## src/rtl/pgmseq_pkg.sv

```systemverilog
package pgmseq_pkg;

  typedef enum logic [2:0] {
    ST_IDLE, ST_SETUP, ST_PULSE, ST_HOLD, ST_VERIFY, ST_CMP, ST_DONE
  } seqState_t;

  typedef struct packed {
    logic tmrClr;
    logic addrClr;
    logic addrInc;
    logic tryClr;
    logic tryInc;
    logic failLatch;
  } seqStrobe_t;

endpackage

```

## src/rtl/pgmseq_datapath.sv

```systemverilog
module pgmseq_datapath
  import pgmseq_pkg::*;
#(
  parameter int ADDR_W = 16,
  parameter int DATA_W = 8,
  parameter int TMR_W  = 16,
  parameter int TRY_W  = 5
) (
  input  logic              clk,
  input  logic              rstN,
  input  seqStrobe_t        stb,
  input  logic [DATA_W-1:0] srcData,
  input  logic [DATA_W-1:0] romRdData,
  output logic [ADDR_W-1:0] addr,
  output logic [TMR_W-1:0]  tmr,
  output logic [TRY_W-1:0]  tryCnt,
  output logic [ADDR_W-1:0] failAddr,
  output logic              lastAddr,
  output logic              dataEq
);

  always_ff @(posedge clk or negedge rstN) begin
    if (!rstN) begin
      addr     <= '0;
      tmr      <= '0;
      tryCnt   <= '0;
      failAddr <= '0;
    end else begin
      if (stb.tmrClr)        tmr <= '0;
      else if (tmr != '1)    tmr <= tmr + 1'b1;

      if (stb.addrClr)       addr <= '0;
      else if (stb.addrInc)  addr <= addr + 1'b1;

      if (stb.tryClr)        tryCnt <= '0;
      else if (stb.tryInc)   tryCnt <= tryCnt + 1'b1;

      if (stb.failLatch)     failAddr <= addr;
    end
  end

  assign lastAddr = &addr;
  assign dataEq   = (romRdData == srcData);

endmodule

```

## src/rtl/pgmseq_ctrl.sv

```systemverilog
module pgmseq_ctrl
  import pgmseq_pkg::*;
#(
  parameter int TMR_W      = 16,
  parameter int TRY_W      = 5,
  parameter int SETUP_CYC  = 3,
  parameter int PULSE_CYC  = 25000,
  parameter int HOLD_CYC   = 3,
  parameter int VERIFY_CYC = 4,
  parameter int MAX_PULSES = 25
) (
  input  logic             clk,
  input  logic             rstN,
  input  logic             start,
  input  logic [TMR_W-1:0] tmr,
  input  logic [TRY_W-1:0] tryCnt,
  input  logic             lastAddr,
  input  logic             dataEq,
  output seqStrobe_t       stb,
  output logic             done,
  output logic             pass,
  output logic             ceN,
  output logic             oeN,
  output logic             vppHigh
);

  localparam logic [TMR_W-1:0] SETUP_END  = TMR_W'(SETUP_CYC - 1);
  localparam logic [TMR_W-1:0] PULSE_END  = TMR_W'(PULSE_CYC - 1);
  localparam logic [TMR_W-1:0] HOLD_END   = TMR_W'(HOLD_CYC - 1);
  localparam logic [TMR_W-1:0] VERIFY_END = TMR_W'(VERIFY_CYC - 1);
  localparam logic [TRY_W-1:0] LAST_TRY   = TRY_W'(MAX_PULSES - 1);

  seqState_t state, stateNxt;
  logic      passReg, passNxt;

  always_ff @(posedge clk or negedge rstN) begin
    if (!rstN) begin
      state   <= ST_IDLE;
      passReg <= 1'b0;
    end else begin
      state   <= stateNxt;
      passReg <= passNxt;
    end
  end

  always_comb begin
    stb      = '0;
    stateNxt = state;
    passNxt  = passReg;
    unique case (state)
      ST_IDLE, ST_DONE: begin
        if (start) begin
          stb.addrClr = 1'b1;
          stb.tryClr  = 1'b1;
          stb.tmrClr  = 1'b1;
          passNxt     = 1'b0;
          stateNxt    = ST_SETUP;
        end
      end
      ST_SETUP: if (tmr == SETUP_END) begin
        stb.tmrClr = 1'b1;
        stateNxt   = ST_PULSE;
      end
      ST_PULSE: if (tmr == PULSE_END) begin
        stb.tmrClr = 1'b1;
        stateNxt   = ST_HOLD;
      end
      ST_HOLD: if (tmr == HOLD_END) begin
        stb.tmrClr = 1'b1;
        stateNxt   = ST_VERIFY;
      end
      ST_VERIFY: if (tmr == VERIFY_END) begin
        stb.tmrClr = 1'b1;
        if (dataEq) begin
          if (lastAddr) begin
            stb.addrClr = 1'b1;
            stateNxt    = ST_CMP;
          end else begin
            stb.addrInc = 1'b1;
            stb.tryClr  = 1'b1;
            stateNxt    = ST_SETUP;
          end
        end else if (tryCnt == LAST_TRY) begin
          stb.failLatch = 1'b1;
          stateNxt      = ST_DONE;
        end else begin
          stb.tryInc = 1'b1;
          stateNxt   = ST_SETUP;
        end
      end
      ST_CMP: if (tmr == VERIFY_END) begin
        stb.tmrClr = 1'b1;
        if (!dataEq) begin
          stb.failLatch = 1'b1;
          stateNxt      = ST_DONE;
        end else if (lastAddr) begin
          passNxt  = 1'b1;
          stateNxt = ST_DONE;
        end else begin
          stb.addrInc = 1'b1;
        end
      end
      default: stateNxt = ST_IDLE;
    endcase
  end

  assign done    = (state == ST_DONE);
  assign pass    = passReg;
  assign ceN     = !(state == ST_PULSE || state == ST_VERIFY || state == ST_CMP);
  assign oeN     = !(state == ST_VERIFY || state == ST_CMP);
  assign vppHigh = (state == ST_SETUP || state == ST_PULSE || state == ST_HOLD);

endmodule

```

## src/rtl/byte_prog_seq.sv

```systemverilog
module byte_prog_seq
  import pgmseq_pkg::*;
#(
  parameter int ADDR_W     = 16,
  parameter int DATA_W     = 8,
  parameter int SETUP_CYC  = 3,
  parameter int PULSE_CYC  = 25000,
  parameter int HOLD_CYC   = 3,
  parameter int VERIFY_CYC = 4,
  parameter int MAX_PULSES = 25
) (
  input  logic              clk,
  input  logic              rstN,
  input  logic              start,
  output logic              done,
  output logic              pass,
  output logic [ADDR_W-1:0] failAddr,
  output logic [ADDR_W-1:0] srcAddr,
  input  logic [DATA_W-1:0] srcData,
  output logic              ceN,
  output logic              oeN,
  output logic              vppHigh,
  output logic [ADDR_W-1:0] romAddr,
  output logic [DATA_W-1:0] romWrData,
  input  logic [DATA_W-1:0] romRdData
);

  localparam int MAX_A   = (SETUP_CYC > HOLD_CYC) ? SETUP_CYC : HOLD_CYC;
  localparam int MAX_B   = (PULSE_CYC > VERIFY_CYC) ? PULSE_CYC : VERIFY_CYC;
  localparam int TMR_MAX = (MAX_A > MAX_B) ? MAX_A : MAX_B;
  localparam int TMR_W   = $clog2(TMR_MAX + 1);
  localparam int TRY_W   = $clog2(MAX_PULSES + 1);

  seqStrobe_t        stb;
  logic [ADDR_W-1:0] addr;
  logic [TMR_W-1:0]  tmr;
  logic [TRY_W-1:0]  tryCnt;
  logic              lastAddr;
  logic              dataEq;

  pgmseq_ctrl #(
    .TMR_W(TMR_W), .TRY_W(TRY_W), .SETUP_CYC(SETUP_CYC), .PULSE_CYC(PULSE_CYC),
    .HOLD_CYC(HOLD_CYC), .VERIFY_CYC(VERIFY_CYC), .MAX_PULSES(MAX_PULSES)
  ) u_ctrl (
    .clk(clk), .rstN(rstN), .start(start), .tmr(tmr), .tryCnt(tryCnt),
    .lastAddr(lastAddr), .dataEq(dataEq), .stb(stb), .done(done), .pass(pass),
    .ceN(ceN), .oeN(oeN), .vppHigh(vppHigh)
  );

  pgmseq_datapath #(
    .ADDR_W(ADDR_W), .DATA_W(DATA_W), .TMR_W(TMR_W), .TRY_W(TRY_W)
  ) u_dp (
    .clk(clk), .rstN(rstN), .stb(stb), .srcData(srcData), .romRdData(romRdData),
    .addr(addr), .tmr(tmr), .tryCnt(tryCnt), .failAddr(failAddr),
    .lastAddr(lastAddr), .dataEq(dataEq)
  );

  assign srcAddr   = addr;
  assign romAddr   = addr;
  assign romWrData = srcData;

endmodule

```

## config.mk

```make
export PLATFORM = sky130hd
export DESIGN_NAME = byte_prog_seq
export DESIGN_NICKNAME = d
export VERILOG_FILES = /design/src/rtl/pgmseq_pkg.sv /design/src/rtl/pgmseq_datapath.sv /design/src/rtl/pgmseq_ctrl.sv /design/src/rtl/byte_prog_seq.sv
export SDC_FILE = /design/constraint.sdc
export NUM_CORES = 1
export LEC_CHECK = 0
export BUFFER_PORTS_ARGS = -buffer_cell sky130_fd_sc_hd__clkbuf_2
export CAP_MARGIN = 10
export CORE_MARGIN = 2
export CORE_UTILIZATION = 45
export CTS_CLUSTER_DIAMETER = 50
export DETAILED_ROUTE_END_ITERATION = 8
export PLACE_DENSITY = 0.67
export SLEW_MARGIN = 20
export SYNTH_ARGS = -nofsm -noshare
export SYNTH_HDL_FRONTEND = slang
export SYNTH_HIERARCHICAL = 1
export SYNTH_SLANG_ARGS = --single-unit
export TNS_END_PERCENT = 30
```

## constraint.sdc

```tcl
create_clock -name clk -period 5.5 [get_ports clk]
set_input_delay 1.1 -clock clk [delete_from_list [all_inputs] [get_ports clk]]
set_output_delay 1.1 -clock clk [all_outputs]
set_load 0.02 [all_outputs]
```

==> flow_metrics.env, run 1 <==
export IMPL_outcome="finished, final reports clean"
export IMPL_layout_nets=406
export IMPL_min_period_ps=3840
export IMPL_finClkSkew_ps=10.2
export IMPL_synth_async_reset_ratio=1.00
export IMPL_antenna_found_initial=0
export IMPL_fp_dieW_um=88.6
export IMPL_clkPwrFrac=0.237
export IMPL_yosysMostFrequentCell="dfrtp_1"
export IMPL_critPathKind="reg -> reg"
export IMPL_synthCells=328
export IMPL_synthDistinctLibCells=52
export IMPL_avgSynthCellArea_um2=9.83
export IMPL_end_kind="flop"
export IMPL_synth_area_leaders="dfrtp_1 43%, mux2_2 6.3%, buf_4 5.6%, nor2_1 4.1%, xnor2_1 4.1%"
export IMPL_min_from="u_ctrl/pass$_DFFE_PN0P_"
export IMPL_min_path_cells=2
export IMPL_cts_made_buffers=5
export IMPL_first_global_vias=2376
export IMPL_timing_rr_start="u_dp/addr[3]$_DFFE_PN0P_"
export IMPL_p_leak_nw=1.72
export IMPL_synth_edf_count=0
export IMPL_hpwl_mm=4.87
export IMPL_maxSlewViolCount=0
export IMPL_crit_path_max_fanout=12
export IMPL_syn_nets=351
export IMPL_hold_viol_final=0
export IMPL_drt_total_wl_mm=6.78
export IMPL_synth_common_cells="56 x dfrtp_1, 35 x nor2_1, 24 x buf_4"
export IMPL_drive_gt1_frac=0.331
export IMPL_vias=2600
export IMPL_cp_start_kind="flop"
export IMPL_vdd_drop_max_v=0.000137
export IMPL_via_per_inst=5.42
export IMPL_dp_worst_setup_slack_ps=1460
export IMPL_path_clk_slew_ps=110
export IMPL_switchingPower_uw=369
export IMPL_clock_sinks=56
export IMPL_worstRegToRegCells=9
export IMPL_final_area_um2=3650
export IMPL_firstDrtPassIters=4
export IMPL_route_detailed_drc=0
export IMPL_clock_root_buffer="clkbuf_8"
export IMPL_htreeDepth=2
export IMPL_place_port_buffers=79
export IMPL_ys_seq_area_frac=0.435
export IMPL_tns_ps=0
export IMPL_grt_overflow=0
export IMPL_p_int_uw=643
export IMPL_max_slew_worst_pin_slew_ps=862
export IMPL_min_to="u_ctrl/pass$_DFFE_PN0P_"
export IMPL_critPathLaunch="u_dp/addr[3]$_DFFE_PN0P_"
export IMPL_yosys_area_top_type="dfrtp_1"
export IMPL_r2r_slack_ps=1660
export IMPL_track_usage=0.176
export IMPL_design_core_area_um2=6870
export IMPL_yosysWarnings=6
export IMPL_clk_latency_ps=310
export IMPL_antenna_cells=0
export IMPL_boundaryPins=80
export IMPL_cap_viol_max_count=0
export IMPL_rr_endpoint="u_dp/addr[15]$_DFFE_PN0P_"
export IMPL_place_area_um2=3550
export IMPL_postCtsSetupRepairBufs=0
export IMPL_syn_area_um2=3220
export IMPL_min_path_type="reg -> reg"
export IMPL_seqPwrFrac=0.476
export IMPL_p_comb_frac=0.287
export IMPL_drt_iter0_drc=141
export IMPL_hold_buffers=0
export IMPL_critPathArrivalTime_ps=4040
export IMPL_synth_ff_type="dfrtp_1"
export IMPL_period_share=0.698
export IMPL_ctsResizeCount=0
export IMPL_wl_per_cell_um=14.1
export IMPL_finalWorstSetupSlack_ps=1660
export IMPL_fmax_mhz=261
export IMPL_setup_violations=0
export IMPL_area_growth_pct=13.2
export IMPL_ys_ff_latch=56
export IMPL_required_ps=5710
export IMPL_synth_top_area_share=0.435
export IMPL_p_sw_frac=0.364
export IMPL_die_y_um=88.6
export IMPL_grt_pass1_wl_mm=11.0
export IMPL_rsz0062_at_grt="no"
export IMPL_max_slew_margin=0.421
export IMPL_dieArea_um2=7860
export IMPL_power_density_nw_per_um2=277
export IMPL_ctsLongestPathBuffers=2
export IMPL_initial_utilization=0.469
export IMPL_cts_tree="yes"
export IMPL_ant_nets=0
export IMPL_num_rows=30
export IMPL_place_congestion=0.857
export IMPL_grt_start_max_net_pins=57
export IMPL_finalCoreUtilization=0.531
[metal layers]
layer	wire, µm	vias up	track usage
met4	29	0	0.0344
met1	3250	1255	0.241
met2	3150	70	0.289
li1	-	1271	-
met3	356	4	0.0373
met5	0	-	0
[sequential cells by signal, summed over array words and instances, names as in the netlist]
name           cells
u_dp/tmr          15
u_dp/failAddr     16
u_dp/tryCnt        5
u_dp/addr         16
u_ctrl/state       3
u_ctrl/pass        1
[layout make-up]
class	instances	area, µm²
fillers	647	3220
multi-input cells	229	1580
flip-flops and latches	56	1400
repair buffers	83	425
well taps	96	120
clock buffers	5	68.8
inverters	8	30.0
clock inverters	3	26.3
[metrics by stage]
| step | total power [mW] | instances | hold slack [ps] |
|---|---|---|---|
| 2_1_floorplan | 0.703 | 328 | 505 |
| 3_3_place_gp | 0.772 | 472 | 483 |
| 3_5_place_dp | 0.778 | 472 | 486 |
| 4_1_cts | 1.02 | 480 | 509 |
| 5_1_grt | 1.08 | 480 | 537 |
| 6_report | 1.01 | 480 | 511 |
[worst max-delay path, stage by stage (launching register included)]
cell and delay [ps]:
dfrtp_1 520, and4_1 300, nand3_1 150, nor4_1 680, nand3_1 190, o21ai_1 710, o2111ai_2 280, nor4_1 470
nand3_1 140, mux2_2 290
[logic make-up (layout without fill, tap and decap cells)]
family	count (synthesis)	after routing	synth area share
flip-flops	56	56	0.435
AND/OR/NAND/NOR	122	122	0.210
XOR/XNOR	25	25	0.0679
buffers and inverters	43	99	0.0795
adder cells (fa/ha/maj)	4	4	0.0155
AO/OA/AOI/OAI	53	53	0.104
multiplexers	25	25	0.0877
[power by group through the flow]
| stage | sequential, mW | combinational [mW] | clock, mW |
|---|---|---|---|
| 2_1_floorplan | 0.463 | 0.240 | 0 |
| 3_3_place_gp | 0.488 | 0.284 | 0 |
| 3_5_place_dp | 0.488 | 0.290 | 0 |
| 4_1_cts | 0.480 | 0.291 | 0.249 |
| 5_1_grt | 0.488 | 0.324 | 0.263 |
| 6_report | 0.481 | 0.291 | 0.240 |
[worst max-delay path by stage]
| stage | slack, ps | cells past startpoint | endpoint |
|---|---|---|---|
| floorplan | 2410 | 10 | u_dp/addr[15]$_DFFE_PN0P_ |
| global placement | 1600 | 10 | u_dp/addr[15]$_DFFE_PN0P_ |
| detailed placement | 1460 | 10 | u_dp/addr[15]$_DFFE_PN0P_ |
| CTS | 1650 | 9 | u_dp/addr[15]$_DFFE_PN0P_ |
| global route | 1300 | 9 | u_dp/addr[15]$_DFFE_PN0P_ |
| finish | 1660 | 9 | u_dp/addr[15]$_DFFE_PN0P_ |
[placed cells by master (no fill, tap or decap), types with 2 or more instances in the layout]
cell	instances
a21oi_1	19
a31oi_1	2
and3_1	2
buf_4	4
clkbuf_2	79
clkbuf_8	5
clkinvlp_4	2
dfrtp_1	56
ha_1	4
inv_1	7
mux2_2	18
mux2_4	2
mux2i_1	5
nand2_1	20
nand3_1	13
nand4_1	11
nand4_2	2
nor2_1	35
nor2b_1	3
nor3_1	5
nor4_1	4
o21ai_0	11
o21ai_1	2
o31ai_1	8
or2_2	2
or3_1	6
or4_1	6
xnor2_1	15
xor2_1	10
Note: power is estimated with default switching activity, not from simulation.
==> run 2, diff against run 1 <==
--- a/config.mk
+++ b/config.mk
@@ -5,13 +5,14 @@
 export SDC_FILE = /design/constraint.sdc
 export NUM_CORES = 1
 export LEC_CHECK = 0
+export ABC_AREA = 1
 export BUFFER_PORTS_ARGS = -buffer_cell sky130_fd_sc_hd__clkbuf_2
 export CAP_MARGIN = 10
 export CORE_MARGIN = 2
 export CORE_UTILIZATION = 45
 export CTS_CLUSTER_DIAMETER = 50
 export DETAILED_ROUTE_END_ITERATION = 8
-export PLACE_DENSITY = 0.67
+export PLACE_DENSITY = 0.69
 export SLEW_MARGIN = 20
 export SYNTH_ARGS = -nofsm -noshare
 export SYNTH_HDL_FRONTEND = slang
==> constraint.sdc (replaced) <==
create_clock -name clk -period 3.5 [get_ports clk]
set_input_delay 0.7 -clock clk [delete_from_list [all_inputs] [get_ports clk]]
set_output_delay 0.7 -clock clk [all_outputs]
set_load 0.02 [all_outputs]
==> flow_metrics.env, run 2 <==
export IMPL_drive_gt1_frac=0.243
export IMPL_place_area_um2=3870
export IMPL_setup_violations=0
export IMPL_path_clk_slew_ps=100
export IMPL_ys_seq_area_frac=0.398
export IMPL_hold_viol_final=0
export IMPL_ctsLongestPathBuffers=2
export IMPL_yosysMostFrequentCell="nand2_1"
export IMPL_place_congestion=0.881
export IMPL_boundaryPins=80
export IMPL_fillers=756
export IMPL_final_cell_mix="112 x nand2_1, 80 x nor2_1, 79 x clkbuf_2"
export IMPL_vdd_drop_max_v=0.000226
export IMPL_yosysWarnings=6
export IMPL_tns_ps=0
export IMPL_avgSynthCellArea_um2=7.37
export IMPL_design_core_area_um2=7650
export IMPL_antenna_found_initial=0
export IMPL_postCtsSetupRepairBufs=0
export IMPL_grt_overflow=0
export IMPL_synthDistinctLibCells=34
export IMPL_wl_per_cell_um=12.0
export IMPL_power_density_nw_per_um2=456
export IMPL_final_common_cell="nand2_1"
export IMPL_hold_buffers=0
export IMPL_initial_utilization=0.461
export IMPL_syn_area_um2=3520
export IMPL_fmax_mhz=379
export IMPL_dp_worst_setup_slack_ps=560
export IMPL_cts_made_buffers=5
export IMPL_ys_ff_latch=56
export IMPL_synth_common_cells="112 x nand2_1, 80 x nor2_1, 56 x dfrtp_1"
export IMPL_end_kind="flop"
export IMPL_rsz0062_at_grt="no"
export IMPL_grt_pass1_wl_mm=13.5
export IMPL_ctsResizeCount=0
export IMPL_grt_start_max_net_pins=28
export IMPL_ant_nets=0
export IMPL_die_y_um=92.5
export IMPL_drt_iter0_drc=162
export IMPL_dp_cells=633
export IMPL_max_slew_margin=0.624
export IMPL_clk_latency_ps=320
export IMPL_synth_area_leaders="dfrtp_1 40%, nand2_1 12%, nor2_1 8.5%, inv_1 5.5%, buf_4 5.3%"
export IMPL_area_growth_pct=12.6
export IMPL_maxSlewViolCount=0
export IMPL_via_per_inst=5.01
export IMPL_synthCells=478
export IMPL_min_period_ps=2640
export IMPL_critPathArrivalTime_ps=2840
export IMPL_critPathKind="reg -> reg"
export IMPL_period_share=0.753
export IMPL_route_detailed_drc=0
export IMPL_cts_tree="yes"
export IMPL_drt_total_wl_mm=7.71
export IMPL_firstDrtPassIters=4
export IMPL_finalWorstSetupSlack_ps=864
export IMPL_synth_edf_count=0
export IMPL_synth_async_reset_ratio=1.00
export IMPL_clock_root_buffer="clkbuf_8"
export IMPL_dieArea_um2=8550
export IMPL_reg_top3="u_dp/addr x16, u_dp/failAddr x16, u_dp/tmr x15"
export IMPL_cp_start_kind="flop"
export IMPL_synth_top_area_share=0.398
export IMPL_final_cells=641
export IMPL_crit_path_max_fanout=6
export IMPL_syn_nets=501
export IMPL_clock_sinks=56
export IMPL_htreeDepth=2
export IMPL_p_leak_nw=2.15
export IMPL_layout_nets=561
export IMPL_outcome="finished, final reports clean"
export IMPL_num_rows=32
export IMPL_fp_dieW_um=92.5
export IMPL_track_usage=0.194
export IMPL_hpwl_mm=5.82
export IMPL_finalCoreUtilization=0.518
export IMPL_yosys_area_top_type="dfrtp_1"
export IMPL_vias=3211
export IMPL_first_global_vias=3000
export IMPL_max_slew_worst_pin_slew_ps=560
export IMPL_required_ps=3700
export IMPL_cap_viol_max_count=0
export IMPL_place_port_buffers=79
export IMPL_final_area_um2=3970
export IMPL_min_path_type="in -> async"
export IMPL_finClkSkew_ps=5.14
export IMPL_synth_ff_type="dfrtp_1"
export IMPL_antenna_cells=0
## run 2: changes by cell type after synthesis, sizes merged, moves of 6 or more
cell,delta
nand2,+99
nor2,+54
inv,+47
nand3,+23
mux2,-15
xor2,-10
o31ai,-8
or3,-8
or4,-8
nor3,+7
clkbuf,-6
nor4,-6
xnor2,-6
## run 2: metal layers
layer	vias up	wire (µm)	track usage
met1	1491	3570	0.266
li1	1622	-	-
met4	0	100	0.0647
met2	90	3640	0.314
met5	-	0	0
met3	8	400	0.0301
## run 2: through the flow
stage	power (mW)	hold slack [ps]
2_1_floorplan	1.29	404
3_3_place_gp	1.44	491
3_5_place_dp	1.45	497
4_1_cts	1.83	320
5_1_grt	1.96	340
6_report	1.81	321
## run 2: cells by family after synthesis
family          count (synthesis)  synth area share
compound gates                 44            0.0679
xor+xnor                        9            0.0224
fa+ha+maj                       4            0.0142
buf+inv                        85             0.121
flops                          56             0.398
mux                             5            0.0160
simple gates                  275             0.361
## run 2: area by class of cell
class / instances / area (µm²) / share of cell area
clock buffer: 5 / 68.8 / 0.0174
timing repair buffer: 83 / 438 / 0.110
clock inverter: 3 / 21.3 / 0.00536
sequential: 56 / 1400 / 0.353
tap: 102 / 128 / 0.0322
multi-input combinational: 337 / 1700 / 0.429
inverter: 55 / 209 / 0.0527
## run 2: final timing paths
path / from / end / slack [ps] / depth (start not counted)
hold reg to reg: u_dp/failAddr[12]$_DFFE_PN0P_ / u_dp/failAddr[12]$_DFFE_PN0P_ / 510 / 1
max in group asynchronous: rstN / u_dp/failAddr[3]$_DFFE_PN0P_ / 2410 / 3
min in group clk: u_dp/failAddr[12]$_DFFE_PN0P_ / u_dp/failAddr[12]$_DFFE_PN0P_ / 510 / 1
hold / removal: rstN / u_dp/tmr[14]$_DFFE_PN0P_ / 320 / 1
setup / recovery: u_dp/addr[1]$_DFFE_PN0P_ / u_dp/addr[6]$_DFFE_PN0P_ / 860 / 14
setup reg to reg: u_dp/addr[1]$_DFFE_PN0P_ / u_dp/addr[6]$_DFFE_PN0P_ / 860 / 14
## run 2: worst max-delay path, cell delays in order (launching register included)
cell and delay (ps):
dfrtp_1 480, ha_1 260, nand2_4 80, inv_1 100
nand3_1 90, nor3_1 400, nor2_1 130, inv_1 120
nor3_1 110, nor2_4 250, nor2_4 70, nand3_2 90
inv_1 40, o21ai_0 210, inv_1 80
## run 2: where the power goes
group	internal, mW	switching, mW
clock network	0.143	0.226
logic	0.222	0.463
registers	0.692	0.0608
total	1.06	0.750
